===== src/rtl/sysdiv_pkg.sv =====
package sysdiv_pkg;

    localparam int unsigned SD_NUM_CH  = 4;
    localparam int unsigned SD_CODE_W  = 4;
    localparam int unsigned SD_CNT_W   = 5;
    localparam int unsigned SD_DATA_W  = 32;
    localparam int unsigned SD_CHG_BIT = 22;
    localparam logic [SD_DATA_W-1:0] SD_RESET_WORD = 32'h0000_1110;

    // Channel order equals field order in the control word
    typedef enum logic [1:0] {
        CH_CPU = 2'd0,
        CH_HSB = 2'd1,
        CH_LSB = 2'd2,
        CH_MEM = 2'd3
    } sd_chan_e;

    // Terminal count (ratio minus one) for a ratio code
    function automatic logic [SD_CNT_W-1:0] sd_term(input logic [SD_CODE_W-1:0] code);
        logic [SD_CNT_W-1:0] t;
        case (code)
            4'd0:    t = 5'd0;
            4'd1:    t = 5'd1;
            4'd2:    t = 5'd2;
            4'd3:    t = 5'd3;
            4'd4:    t = 5'd5;
            4'd5:    t = 5'd7;
            4'd6:    t = 5'd11;
            4'd7:    t = 5'd15;
            4'd8:    t = 5'd23;
            default: t = 5'd31;
        endcase
        return t;
    endfunction

    function automatic logic [SD_CODE_W-1:0] sd_field(input logic [SD_DATA_W-1:0] w,
                                                      input int unsigned idx);
        return w[idx*SD_CODE_W +: SD_CODE_W];
    endfunction

endpackage


===== src/rtl/sysdiv_ctrl_reg.sv =====
module sysdiv_ctrl_reg
    import sysdiv_pkg::*;
#(
    parameter int unsigned DATA_W = SD_DATA_W,
    parameter logic [DATA_W-1:0] RESET_WORD = SD_RESET_WORD
) (
    input  logic              clk,
    input  logic              rst_n,
    input  logic              wr_en,
    input  logic [DATA_W-1:0] wr_data,
    output logic [DATA_W-1:0] word
);

    typedef struct packed {
        logic [DATA_W-1:0] word;
    } reg_st_t;

    reg_st_t st_d, st_q;

    always_comb begin
        st_d = st_q;
        if (wr_en) begin
            st_d.word = wr_data;
        end
    end

    always_ff @(posedge clk or negedge rst_n) begin
        if (!rst_n) begin
            st_q.word <= RESET_WORD;
        end else begin
            st_q <= st_d;
        end
    end

    assign word = st_q.word;

    AST_READBACK_WRITE: assert property (@(posedge clk) disable iff (!rst_n)
        wr_en |=> (word == $past(wr_data)));

    AST_READBACK_HOLD: assert property (@(posedge clk) disable iff (!rst_n)
        !wr_en |=> $stable(word));

endmodule


===== src/rtl/sysdiv_ratio_lut.sv =====
module sysdiv_ratio_lut
    import sysdiv_pkg::*;
#(
    parameter int unsigned CODE_W = SD_CODE_W,
    parameter int unsigned CNT_W  = SD_CNT_W
) (
    input  logic [CODE_W-1:0] code,
    output logic [CNT_W-1:0]  term
);

    always_comb begin
        term = CNT_W'(sd_term(SD_CODE_W'(code)));
    end

endmodule


===== src/rtl/sysdiv_chan.sv =====
module sysdiv_chan #(
    parameter int unsigned CNT_W = 5,
    parameter logic [CNT_W-1:0] RST_CNT = '0
) (
    input  logic             clk,
    input  logic             rst_n,
    input  logic [CNT_W-1:0] term,
    output logic             tick
);

    typedef struct packed {
        logic [CNT_W-1:0] cnt;
    } chan_st_t;

    chan_st_t st_d, st_q;

    assign tick = (st_q.cnt == term);

    always_comb begin
        st_d = st_q;
        if (tick) begin
            st_d.cnt = '0;
        end else begin
            st_d.cnt = st_q.cnt + 1'b1;
        end
    end

    always_ff @(posedge clk or negedge rst_n) begin
        if (!rst_n) begin
            st_q.cnt <= RST_CNT;
        end else begin
            st_q <= st_d;
        end
    end

    AST_CNT_BOUND: assert property (@(posedge clk) disable iff (!rst_n)
        st_q.cnt <= term);

endmodule


===== src/rtl/sysclk_ratio_div.sv =====
module sysclk_ratio_div
    import sysdiv_pkg::*;
#(
    parameter int unsigned NUM_CH  = SD_NUM_CH,
    parameter int unsigned CODE_W  = SD_CODE_W,
    parameter int unsigned CNT_W   = SD_CNT_W,
    parameter int unsigned DATA_W  = SD_DATA_W,
    parameter int unsigned CHG_BIT = SD_CHG_BIT,
    parameter logic [DATA_W-1:0] RESET_WORD = SD_RESET_WORD
) (
    input  logic              clk,
    input  logic              rst_n,
    input  logic              wr_en,
    input  logic [DATA_W-1:0] wr_data,
    output logic [DATA_W-1:0] rd_data,
    output logic              tick_cpu,
    output logic              tick_hsb,
    output logic              tick_lsb,
    output logic              tick_mem
);

    localparam int unsigned CODES_W = NUM_CH * CODE_W;
    localparam logic [CODES_W-1:0] RST_CODES = RESET_WORD[CODES_W-1:0];

    typedef struct packed {
        logic [NUM_CH-1:0][CODE_W-1:0] act;
    } top_st_t;

    top_st_t st_d, st_q;

    logic [DATA_W-1:0]            ctrl_word;
    logic [NUM_CH-1:0][CNT_W-1:0] term;
    logic [NUM_CH-1:0]            tick_vec;
    logic                         align;
    logic                         chg_en;

    sysdiv_ctrl_reg #(
        .DATA_W     (DATA_W),
        .RESET_WORD (RESET_WORD)
    ) u_ctrl (
        .clk     (clk),
        .rst_n   (rst_n),
        .wr_en   (wr_en),
        .wr_data (wr_data),
        .word    (ctrl_word)
    );

    for (genvar gi = 0; gi < NUM_CH; gi++) begin : g_ch
        sysdiv_ratio_lut #(
            .CODE_W (CODE_W),
            .CNT_W  (CNT_W)
        ) u_lut (
            .code (st_q.act[gi]),
            .term (term[gi])
        );

        sysdiv_chan #(
            .CNT_W   (CNT_W),
            .RST_CNT (CNT_W'(sd_term(sd_field(RESET_WORD, gi))))
        ) u_chan (
            .clk   (clk),
            .rst_n (rst_n),
            .term  (term[gi]),
            .tick  (tick_vec[gi])
        );
    end

    assign align  = &tick_vec;
    assign chg_en = ctrl_word[CHG_BIT];

    always_comb begin
        st_d = st_q;
        if (align && chg_en) begin
            for (int i = 0; i < NUM_CH; i++) begin
                st_d.act[i] = ctrl_word[i*CODE_W +: CODE_W];
            end
        end
    end

    always_ff @(posedge clk or negedge rst_n) begin
        if (!rst_n) begin
            st_q.act <= RST_CODES;
        end else begin
            st_q <= st_d;
        end
    end

    assign rd_data  = ctrl_word;
    assign tick_cpu = tick_vec[CH_CPU];
    assign tick_hsb = tick_vec[CH_HSB];
    assign tick_lsb = tick_vec[CH_LSB];
    assign tick_mem = tick_vec[CH_MEM];

    AST_HOLD_WHEN_OFF: assert property (@(posedge clk) disable iff (!rst_n)
        !chg_en |=> $stable(st_q.act));

    AST_LOAD_AT_ALIGN: assert property (@(posedge clk) disable iff (!rst_n)
        !$stable(st_q.act) |-> $past(align && chg_en));

endmodule


===== config.mk =====
export PLATFORM = sky130hd
export DESIGN_NAME = sysclk_ratio_div
export DESIGN_NICKNAME = d
export VERILOG_FILES = /design/src/rtl/sysdiv_pkg.sv /design/src/rtl/sysdiv_ctrl_reg.sv /design/src/rtl/sysdiv_ratio_lut.sv /design/src/rtl/sysdiv_chan.sv /design/src/rtl/sysclk_ratio_div.sv
export SDC_FILE = /design/constraint.sdc
export NUM_CORES = 1
export LEC_CHECK = 0
export ABC_AREA = 1
export BUFFER_PORTS_ARGS = -buffer_cell sky130_fd_sc_hd__clkbuf_2
export CAP_MARGIN = 25
export CORE_ASPECT_RATIO = 1.4
export CORE_MARGIN = 4
export CORE_UTILIZATION = 49
export DETAILED_ROUTE_END_ITERATION = 10
export GPL_ROUTABILITY_DRIVEN = 0
export PLACE_DENSITY = 0.85
export SYNTH_ARGS = -nofsm -noshare
export SYNTH_HDL_FRONTEND = slang
export SYNTH_SLANG_ARGS = --single-unit

===== constraint.sdc =====
create_clock -name clk -period 1.75 [get_ports clk]
set_input_delay 0 -clock clk [delete_from_list [all_inputs] [get_ports clk]]
set_output_delay 0 -clock clk [all_outputs]
set_load 0.02 [all_outputs]

==> flow_summary_export.csv, run 1 <==
group,metric,value,unit
detailed_routing,vias,3094,
logic_synthesis,syn_area,3350,um^2
cts,clkTransAtPathRegs,0.08,ns
logic_synthesis,synth_seq_cells,68,
global_route,grt_max_degree,69,
detailed_routing,wl_per_cell,16.0,um
logic_synthesis,synthAdderAreaFrac,1.50,%
place,hpwl,5170,um
logic_synthesis,synth_xor_area_share,3.14,%
timing,min_period,1.84,ns
detailed_routing,ant_nets,0,
cells_and_area,layout-drive-gt1-share,43.6,%
detailed_routing,drc,0,
worst_setup_path,reg2reg_depth,11,
logic_synthesis,seq_area_frac_synth,51.2,%
global_route,grt_first_pass_wirelength,14300,um
timing,rsz0062_at_grt,"true",
detailed_routing,drtIter0Drc,217,
power_and_ir_drop,vdd_drop_max,788,uV
worst_setup_path,critPathLaunchType,"flop",
power_and_ir_drop,power.leakage,2.34,nW
global_route,grt_usage,22.2,%
timing,slew_headroom,71.8,%
logic_synthesis,synthCells,359,
cts,cts_root_buffer,"clkbuf_8",
timing,fmax,544,MHz
worst_setup_path,setup.worst_path.class,"flop to flop",
detailed_routing,vias_per_cell,5.27,
detailed_routing,wirelength,9410,um
timing,worst_pin_slew,0.424,ns
logic_synthesis,ys.warnings.count,0,
die,fp.dieW,77.9,um
logic_synthesis,postSynthAreaPerCell,9.32,um^2
cells_and_area,design_area,4770,um^2
logic_synthesis,synth_top_family_by_area,"simple AND/OR/NAND/NOR gates",
cells_and_area,instances_no_fill,587,
die,start_util,50.6,%
worst_setup_path,r2r-end,"st_q[14]$_DFFE_PN0P_",
worst_setup_path,r2r_slack,-0.09,ns
worst_setup_path,rr_startpoint,"st_q[8]$_DFFE_PN1P_",
global_route,antenna_found_initial,0,
global_route,grt.overflow.total,0,
outcome,status,"complete, but fails checks",
logic_synthesis,synthSimpleGateAreaFrac,25.2,%
cells_and_area,nets,529,
power_and_ir_drop,power_density,1170,nW/um^2
cts,cts_made_buffers,9,
worst_setup_path,path_max_fanout,8,
place,portBuffers,70,
run,max_cap_viol_count,0,
place,placed_area,3840,um^2
min_path,min_path_type,"input pin to async pin",
die,core,6610,um^2
power_and_ir_drop,p_total,5.59,mW
timing,setup-violations-final,18,
die,dieArea,8240,um^2
cts,clkLatencyLatePin,0.35,ns
timing,final-hold-violation-count,0,
worst_setup_path,required,1.99,ns
cts,cts_tree,"built",
cells_and_area,final_util,72.1,%
timing,whs,0.232,ns
timing,slew_viol_final,0,
logic_synthesis,yosysUniqueCellTypes,27,
cells_and_area,area_growth,42.4,%
place,dp_cells,521,
global_route,grt_pass1_vias,3147,
die,row_count,35,
logic_synthesis,synthMuxAreaShare,10.4,%
detailed_routing,firstDrtPassIters,5,
worst_setup_path,arrival,2.08,ns
die,die_h,106,um
cts,clk_path_buf_depth,2,
timing,setup_ws,-0.0893,ns
timing,period_share,105,%
logic_synthesis,synthesis.nets,398,
place,dpl_worst_slack,-0.0391,ns
worst_setup_path,critPathCaptureType,"flop",
timing,finClkSkew,0.0104,ns
cts,htree_levels,3,
logic_synthesis,synth_compound_gate_area_share,2.65,%
die,io_pins,71,
cts,cts_sinks,68,
outcome,failed_checks,"negative setup slack",
timing,tns,-1.18,ns
cells_and_area,antenna_cells,0,
## how the worst max path moves through the flow
stage | startpoint | end
CTS | st_q[0]$_DFFE_PN0P_ | tick_cpu
detailed placement | st_q[7]$_DFFE_PN0P_ | st_q[3]$_DFFE_PN0P_
finish | st_q[8]$_DFFE_PN1P_ | st_q[14]$_DFFE_PN0P_
global route | st_q[11]$_DFFE_PN0P_ | st_q[5]$_DFFE_PN0P_
floorplan | st_q[3]$_DFFE_PN0P_ | st_q[7]$_DFFE_PN0P_
global placement | st_q[7]$_DFFE_PN0P_ | st_q[6]$_DFFE_PN0P_
## timing repair
item	in CTS	in global routing
gates resized for setup	23	53
endpoints found under the hold margin	100	0
gates cloned	1	2
pin swaps	10	17
hold buffers	33	0
setup endpoints to repair	20	20
buffers inserted	5	9
## sequential cells by signal, summed over array words and instances (netlist names)
register and count:
g_ch.u_chan.st_q 20, st_q 16, u_ctrl.word 32
## cell families (layout without fill, tap and decap cells)
kind of cell / after synthesis / after routing
adder cells (fa/ha/maj): 4 / 4
buffers and inverters: 47 / 182
flip-flops: 68 / 68
AO/OA/AOI/OAI: 16 / 16
AND/OR/NAND/NOR: 181 / 182
multiplexers: 31 / 31
XOR/XNOR: 12 / 12
## per-layer routing
layer / up-vias / routed length, um / global-route usage [%]
li1: 1426 / - / -
met1: 1498 / 3300 / 23.6
met2: 135 / 4980 / 39.3
met3: 35 / 734 / 6.32
met4: 0 / 389 / 11.3
met5: - / 0 / 0
## placed cells by master (no fill, tap or decap), types with 8 or more instances in the layout
cell,synthesis,layout
nand2_1,87,70
clkbuf_2,0,66
dfrtp_1,59,51
inv_1,37,35
dlygate4sd3_1,0,33
nand3_1,43,31
mux2_2,31,31
nor2_1,29,24
nand2_2,3,19
buf_4,0,14
nand3_2,2,13
nor2_4,4,11
clkbuf_8,0,10
dfstp_2,9,9
xor2_1,8,8
dfrtp_2,0,8
## Yosys cell counts
cell	number	area share, %
nand2_2	3	0.56
nand3_1	43	6.4
nand3_4	1	0.52
mux2_2	31	10
xor2_1	8	2.1
dfstp_2	9	7.1
clkbuf_1	4	0.45
nand2_1	87	9.8
nor2_2	6	1.1
clkinv_1	1	0.11
nor2_4	4	1.3
xnor2_1	4	1.0
o21bai_1	1	0.22
nand4_1	4	0.75
nor2_1	29	3.3
nor2_8	1	0.60
nand3_2	2	0.60
a21oi_1	4	0.60
ha_1	4	1.5
nand3b_1	1	0.22
inv_1	37	4.1
o21ai_0	9	1.3
o211ai_1	1	0.22
buf_6	3	1.0
dfrtp_1	59	44
inv_2	2	0.22
a21oi_2	1	0.26
## report_power, final
group,internal [mW],switching (mW),total (mW)
clock network,0.510,0.610,1.12
registers,1.94,0.415,2.36
logic,0.948,1.17,2.12
## worst max-delay path: stages, from the launching register on
cell and delay (ns):
dfstp_2 0.58, nor2_4 0.06, nand2_1 0.07, nand2_1 0.07, nand2_2 0.09, inv_1 0.05
nor2_1 0.14, nand3_2 0.14, nor2_4 0.21, nand3_4 0.17, nand2_1 0.10, nand2_1 0.05
## area by class of cell
cell class | instances | area (um^2)
Clock buffer | 10 | 128
Multi-Input combinational cell | 245 | 1630
Tap cell | 92 | 115
Sequential cell | 68 | 1720
Inverter | 40 | 150
Clock inverter | 6 | 41.3
Fill cell | 395 | 1850
Timing Repair Buffer | 126 | 980
No activity file was read; power rests on OpenSTA's default activity.
==> run 2: changes to the inputs <==
CORE_UTILIZATION = 50   (was 49)
PLACE_DENSITY = 0.86   (was 0.85)
SYNTH_HIERARCHICAL = 1   (was unset)
==> run 2 against run 1 <==
Die area is 2.6% higher; the run still ends with negative setup slack left; first-iteration DRC count is 55% higher; core utilization is 0.25 points lower; largest cell class unchanged; critical path depth is 2 lower; clock skew is 0.00051 ns lower; power is 11% higher; global-route usage is 5.2 points higher; via count is 13% higher; sequential power hardly changed; area after synthesis is 4.9% higher; critical endpoint is now st_q[7]$_DFFE_PN0P_.
==> flow_summary_export.csv, run 2 <==
group,metric,value,unit
outcome,status,"complete, but fails checks",
outcome,failed_checks,"negative setup slack",
place,hpwl,5050,um
global_route,grt_max_degree,34,
cts,cts_made_buffers,9,
cts,htree_levels,3,
global_route,grt_first_pass_wirelength,17900,um
global_route,use_met1,30.6,%
logic_synthesis,synth_compound_gate_area_share,5.63,%
global_route,grt.overflow.total,0,
die,core,6700,um^2
power_and_ir_drop,power_density,1290,nW/um^2
logic_synthesis,synthCells,406,
cells_and_area,layout-drive-gt1-share,35.3,%
logic_synthesis,synthFlopType,"dfrtp_1",
cells_and_area,top_register,"u_ctrl/word",
die,start_util,52.4,%
logic_synthesis,ys.warnings.count,6,
cells_and_area,largest_reg_flops,32,
timing,rsz0062_at_grt,"true",
logic_synthesis,synthesis.nets,445,
detailed_routing,vias_per_cell,5.55,
logic_synthesis,postSynthAreaPerCell,8.65,um^2
timing,min_period,2.08,ns
die,die_h,107,um
detailed_routing,wl_per_cell,18.7,um
worst_setup_path,critPathLaunchType,"flop",
global_route,use_met2,46.8,%
timing,setup_ws,-0.332,ns
detailed_routing,wirelength,11800,um
logic_synthesis,synthDominantCellAreaShare,42.0,%
global_route,antenna_found_initial,0,
place,dpl_worst_slack,-0.0674,ns
die,fp.dieW,78.8,um
logic_synthesis,synthMuxAreaShare,0,%
min_path,min_path_type,"input pin to flop",
detailed_routing,vias,3495,
cells_and_area,antenna_cells,0,
logic_synthesis,syn_area,3510,um^2
global_route,grt_pass1_vias,3594,
timing,period_share,119,%
cts,cts_root_buffer,"clkbuf_8",
place,placed_area,3910,um^2
cells_and_area,mostFrequentLayoutCells,"nand2_1 (134), clkbuf_2 (66), dfrtp_1 (55)",
timing,slew_headroom,62.0,%
cts,clk_path_buf_depth,2,
global_route,grt_use_met3,7.31,%
timing,slew_viol_final,0,
detailed_routing,firstDrtPassIters,6,
worst_setup_path,setup.worst_path.class,"flop to flop",
power_and_ir_drop,power.leakage,2.50,nW
worst_setup_path,critPathCaptureType,"flop",
timing,finClkSkew,0.00986,ns
logic_synthesis,synth_area_leaders,"dfrtp_1 (42%), nand2_1 (16%), dfstp_2 (6.7%), inv_1 (4.7%), nand3_1 (4.6%)",
logic_synthesis,synthAdderAreaFrac,1.43,%
logic_synthesis,seq_area_frac_synth,48.8,%
timing,final-hold-violation-count,0,
logic_synthesis,synthSimpleGateAreaFrac,28.2,%
worst_setup_path,cpLargestDelayFamily,"simple AND/OR/NAND/NOR gates",
cells_and_area,design_area,4810,um^2
cts,cts_tree,"built",
cells_and_area,nets,572,
logic_synthesis,synth_xor_area_share,5.99,%
cts,cts_sinks,68,
logic_synthesis,synth_edf_count,0,
worst_setup_path,arrival,2.31,ns
cts,clkLatencyLatePin,0.35,ns
worst_setup_path,path_max_fanout,8,
detailed_routing,ant_nets,0,
cells_and_area,final_common_cell,"nand2_1",
cells_and_area,final_util,71.8,%
die,row_count,35,
logic_synthesis,synth_top_family_by_area,"simple AND/OR/NAND/NOR gates",
die,dieArea,8450,um^2
logic_synthesis,async_flop_share,100,%
timing,worst_pin_slew,0.570,ns
worst_setup_path,max_stage_delay,0.44,ns
run,max_cap_viol_count,0,
logic_synthesis,synth.cells.most_frequent,"nand2_1 (147), dfrtp_1 (59), inv_1 (44)",
logic_synthesis,yosysUniqueCellTypes,25,
logic_synthesis,synth.most_common_cell,"nand2_1",
detailed_routing,drc,0,
cts,clkTransAtPathRegs,0.08,ns
global_route,grt_busiest_layer,"met2",
worst_setup_path,crit_chain,"inv_1 -> nand2_1 -> xnor2_1 -> nand2_1 -> nor2_4 -> buf_6 -> nand3_4 -> o21bai_1 -> nand2_1",
timing,setup-violations-final,24,
cells_and_area,reg_top3,"u_ctrl/word: 32 flops, g_ch.u_chan/st_q: 20 flops, st_q: 16 flops",
worst_setup_path,worst-path-buf-inv,2,
worst_setup_path,crit_slowest_cell,"dfrtp_1",
logic_synthesis,yosysTopAreaCell,"dfrtp_1",
cells_and_area,area_growth,37.1,%
worst_setup_path,required,1.97,ns
worst_setup_path,path_common_cell,"nand2_1",
power_and_ir_drop,vdd_drop_max,1110,uV
die,io_pins,71,
logic_synthesis,synth_seq_cells,68,
detailed_routing,drtIter0Drc,337,
place,portBuffers,70,
global_route,grt_usage,27.4,%
timing,fmax,480,MHz
## run 2: changes by cell type after synthesis, sizes merged, moves of 4 or more
cell	previous run	this run
nand4	4	0
inv	39	47
a21oi	5	0
o21bai	1	16
nand2	90	158
mux2	31	0
xnor2	4	16
nand3	46	37
nor2	40	29
buf	3	12
## run 2: power breakdown
group          switching [mW]  internal (mW)
registers               0.404           1.93
clock network           0.643          0.838
logic                    1.30           1.10
## run 2: worst min-delay path, cell delays in order
cell and delay [ns]:
clkbuf_2 0.23, nand2_1 0.11, nand2_1 0.04
## run 2: through the flow
stage	std cells	total power [mW]	TNS [ns]	hold slack [ns]
after global routing	630	6.51	-6.56	0.108
after global placement	562	3.97	0	-0.0000547
after CTS	621	5.76	-0.0419	0.0461
final	630	6.22	-5.40	0.0645
after detailed placement	562	4.06	-0.404	0.0135
after floorplan	406	3.58	-0.0506	-0.296
## run 2: repair_timing
| item | 4_1_cts | 5_1_grt |
|---|---|---|
| resized for setup | 24 | 44 |
| cloned | 1 | 0 |
| buffers inserted | 9 | 11 |
| pin swaps | 21 | 33 |
| setup endpoints to repair | 20 | 28 |
| hold buffers | 33 | 0 |
| hold endpoints to repair | 52 | 0 |
## run 2: cell type report
| cell class | instances | area (um^2) |
|---|---|---|
| inverter | 47 | 189 |
| timing repair buffer | 130 | 967 |
| clock buffer | 10 | 138 |
| clock inverter | 6 | 87.6 |
| sequential | 68 | 1720 |
| fill | 358 | 1890 |
| multi-input combinational | 277 | 1600 |
| tap | 92 | 115 |
## run 2: path summary, 6_finish.rpt
kind / from / to / slack [ns] / cells after the start
worst max-delay path: st_q[15]$_DFFE_PN0P_ / st_q[7]$_DFFE_PN0P_ / -0.33 / 9
worst min-delay path: wr_en / u_ctrl/word[27]$_DFFE_PN0P_ / 0.06 / 3
worst max register to register: st_q[15]$_DFFE_PN0P_ / st_q[7]$_DFFE_PN0P_ / -0.33 / 9
worst min register to register: u_ctrl/word[8]$_DFFE_PN1P_ / u_ctrl/word[8]$_DFFE_PN1P_ / 0.48 / 2
max in group asynchronous: rst_n / g_ch[1].u_chan/st_q[0]$_DFF_PN1_ / 0.87 / 3
min in group asynchronous: rst_n / u_ctrl/word[17]$_DFFE_PN0P_ / 0.17 / 2
## run 2: kinds of logic after synthesis
| kind of cell | after synthesis |
|---|---|
| adder cells (fa/ha/maj) | 4 |
| XOR/XNOR | 24 |
| buffers and inverters | 62 |
| AO/OA/AOI/OAI | 24 |
| flip-flops | 68 |
| AND/OR/NAND/NOR | 224 |
## run 2: metal layers
metal  vias up  wire length (um)
li1       1493                 -
met1      1654              4080
met2       273              5880
met3        75              1100
met4         0               728
met5         -                 0
==> run 3: changes to the inputs <==
--- a/config.mk
+++ b/config.mk
@@ -7,3 +7,2 @@
 export LEC_CHECK = 0
-export ABC_AREA = 1
 export BUFFER_PORTS_ARGS = -buffer_cell sky130_fd_sc_hd__clkbuf_2
@@ -12,6 +11,6 @@
 export CORE_MARGIN = 4
-export CORE_UTILIZATION = 50
+export CORE_UTILIZATION = 49
 export DETAILED_ROUTE_END_ITERATION = 10
 export GPL_ROUTABILITY_DRIVEN = 0
-export PLACE_DENSITY = 0.86
+export PLACE_DENSITY = 0.87
 export SYNTH_ARGS = -nofsm -noshare
==> constraint.sdc (replaced) <==
create_clock -name clk -period 1.75 [get_ports clk]
set_input_delay 0.4375 -clock clk [delete_from_list [all_inputs] [get_ports clk]]
set_output_delay 0.4375 -clock clk [all_outputs]
set_load 0.02 [all_outputs]
==> run 3 against run 2 <==
The run still ends with negative setup slack left; critical path depth down 1; synthesized cell count fell by 42%; combinational power is 12% higher; fmax decreased by 14%; largest power group unchanged; highest routed layer unchanged.
==> flow_summary_export.csv, run 3 <==
group,metric,value,unit
outcome,status,"complete, but fails checks",
outcome,failed_checks,"negative setup slack",
worst_setup_path,setup.worst_path.class,"flop to output port",
cells_and_area,final_common_cell,"clkbuf_2",
timing,final-hold-violation-count,0,
cells_and_area,largest_reg_flops,32,
detailed_routing,wl_per_cell,16.6,um
detailed_routing,vias,2276,
logic_synthesis,synth_edf_count,0,
min_path,min_path_type,"input pin to async pin",
worst_setup_path,required,1.31,ns
cts,cts_root_buffer,"clkbuf_8",
die,core,6610,um^2
power_and_ir_drop,power.leakage,2.27,nW
detailed_routing,wirelength,7490,um
run,max_cap_viol_count,0,
logic_synthesis,yosysTopAreaCell,"dfrtp_1",
timing,setup-violations-final,25,
worst_setup_path,crit_slowest_cell,"dfrtp_1",
cts,clkLatencyLatePin,0.34,ns
worst_setup_path,critPathCaptureType,"output port",
timing,min_period,2.42,ns
worst_setup_path,critPathLaunchType,"flop",
cts,cts_sinks,68,
global_route,grt_pass1_vias,2402,
cells_and_area,top_register,"u_ctrl/word",
logic_synthesis,synth_area_leaders,"dfrtp_1 (44%), mux2_4 (18%), dfstp_2 (7.0%), xnor2_1 (5.2%), mux2_2 (2.7%)",
worst_setup_path,path_max_fanout,4,
logic_synthesis,ys.warnings.count,6,
die,io_pins,71,
logic_synthesis,synthesis.nets,274,
place,dpl_worst_slack,-0.349,ns
die,row_count,35,
timing,fmax,413,MHz
cells_and_area,mostFrequentLayoutCells,"clkbuf_2 (65), dfrtp_1 (54), mux2_4 (40)",
detailed_routing,vias_per_cell,5.04,
global_route,grt.overflow.total,0,
timing,setup_ws,-0.674,ns
cts,clkTransAtPathRegs,0.07,ns
logic_synthesis,synth.most_common_cell,"dfrtp_1",
timing,worst_pin_slew,0.362,ns
logic_synthesis,synth_seq_cells,68,
logic_synthesis,yosysUniqueCellTypes,28,
power_and_ir_drop,vdd_drop_max,903,uV
cells_and_area,area_growth,35.5,%
die,dieArea,8270,um^2
cts,clk_path_buf_depth,2,
timing,period_share,139,%
cells_and_area,nets,394,
power_and_ir_drop,power_density,1420,nW/um^2
worst_setup_path,max_stage_delay,0.43,ns
detailed_routing,firstDrtPassIters,4,
logic_synthesis,seq_area_frac_synth,50.9,%
timing,slew_headroom,75.9,%
detailed_routing,ant_nets,0,
cts,cts_tree,"built",
detailed_routing,drtIter0Drc,90,
die,die_h,106,um
cells_and_area,layout-drive-gt1-share,67.2,%
detailed_routing,drc,0,
cells_and_area,nFillCells,420,
logic_synthesis,synthCells,235,
place,hpwl,4770,um
global_route,antenna_found_initial,0,
global_route,grt_usage,17.9,%
timing,finClkSkew,0.0120,ns
timing,slew_viol_final,0,
place,portBuffers,70,
worst_setup_path,arrival,1.99,ns
logic_synthesis,async_flop_share,100,%
cells_and_area,final_util,68.9,%
die,fp.dieW,78.0,um
die,start_util,50.8,%
cells_and_area,antenna_cells,0,
global_route,grt_first_pass_wirelength,11600,um
cells_and_area,reg_top3,"u_ctrl/word: 32 flops, g_ch.u_chan/st_q: 20 flops, st_q: 16 flops",
global_route,grt_max_degree,69,
logic_synthesis,postSynthAreaPerCell,14.3,um^2
logic_synthesis,synthFlopType,"dfrtp_1",
logic_synthesis,synth.cells.most_frequent,"dfrtp_1 (59), mux2_4 (40), xnor2_1 (20)",
timing,rsz0062_at_grt,"true",
cts,cts_made_buffers,9,
logic_synthesis,synthDominantCellAreaShare,43.9,%
worst_setup_path,crit_chain,"buf_4 -> nor3_4 -> nor2_2 -> xnor2_1 -> nand4_2 -> nor2_4 -> buf_6 -> buf_8",
logic_synthesis,syn_area,3360,um^2
cts,htree_levels,3,
## run 3: cell families after synthesis
family	after synthesis	share of synthesized area, %
AO/OA/AOI/OAI	20	5.69
XOR/XNOR	28	7.29
adder cells (fa/ha/maj)	4	1.49
buffers and inverters	13	3.80
flip-flops	68	50.9
multiplexers	48	20.5
AND/OR/NAND/NOR	54	10.2
## run 3: report_power, final
part / switching, mW / leakage [nW] / internal (mW)
Sequential: 0.374 / 0.814 / 1.96
Combinational: 1.20 / 1.34 / 1.50
Clock: 0.597 / 0.116 / 0.841
## run 3: final cells by class
type	instances	area (um^2)	share of cell area, %
tap	92	115	2.53
multi-input combinational	154	1630	35.8
timing repair buffer	118	850	18.6
clock inverter	6	87.6	1.92
inverter	4	15.0	0.330
clock buffer	10	138	3.02
sequential	68	1720	37.7
## run 3: routing by layer
layer,vias up,GRT usage [%],share of wire (%)
met5,-,0,0
met4,0,6.38,2.8
met3,13,3.81,4.1
met2,68,32.0,54
met1,1133,21.1,39
li1,1062,-,-
## run 3: what timing repair did
action / CTS / global route
buffers inserted: 15 / 11
resized for setup: 11 / 38
setup endpoints to repair: 20 / 34
hold buffers: 0 / 0
pin swaps: 15 / 20
## run 3: through the flow
stage          hold slack, ns  instances  power [mW]  area, um^2  TNS [ns]
3_3_place_gp            0.481        416        4.34        3990     -5.55
3_5_place_dp            0.488        416        4.46        3990     -6.12
4_1_cts                 0.110        447        6.17        4380     -9.31
2_1_floorplan           0.142        235        3.72        3380     -6.91
5_1_grt                 0.124        452        6.83        4560    -16.23
6_report                0.117        452        6.47        4560    -13.78
## run 3: critical path: cells and delay by family, from the launching register on
family / cells / cell delay, ns
flip-flops: 1 / 0.43
AND/OR/NAND/NOR: 4 / 0.55
XOR/XNOR: 1 / 0.26
buffers and inverters: 3 / 0.40
## run 3: worst paths after layout
path	startpoint	depth (start not counted)	to	slack, ns
worst max-delay path	st_q[2]$_DFFE_PN0P_	8	tick_cpu	-0.67
worst min-delay path	rst_n	2	u_ctrl/word[5]$_DFFE_PN0P_	0.12
worst max register to register	st_q[2]$_DFFE_PN0P_	11	st_q[2]$_DFFE_PN0P_	-0.62
worst min register to register	u_ctrl/word[25]$_DFFE_PN0P_	1	u_ctrl/word[25]$_DFFE_PN0P_	0.51
max in group asynchronous	rst_n	2	g_ch[3].u_chan/st_q[0]$_DFF_PN1_	1.32
min in group clk	wr_data[14]	2	u_ctrl/word[14]$_DFFE_PN0P_	0.32
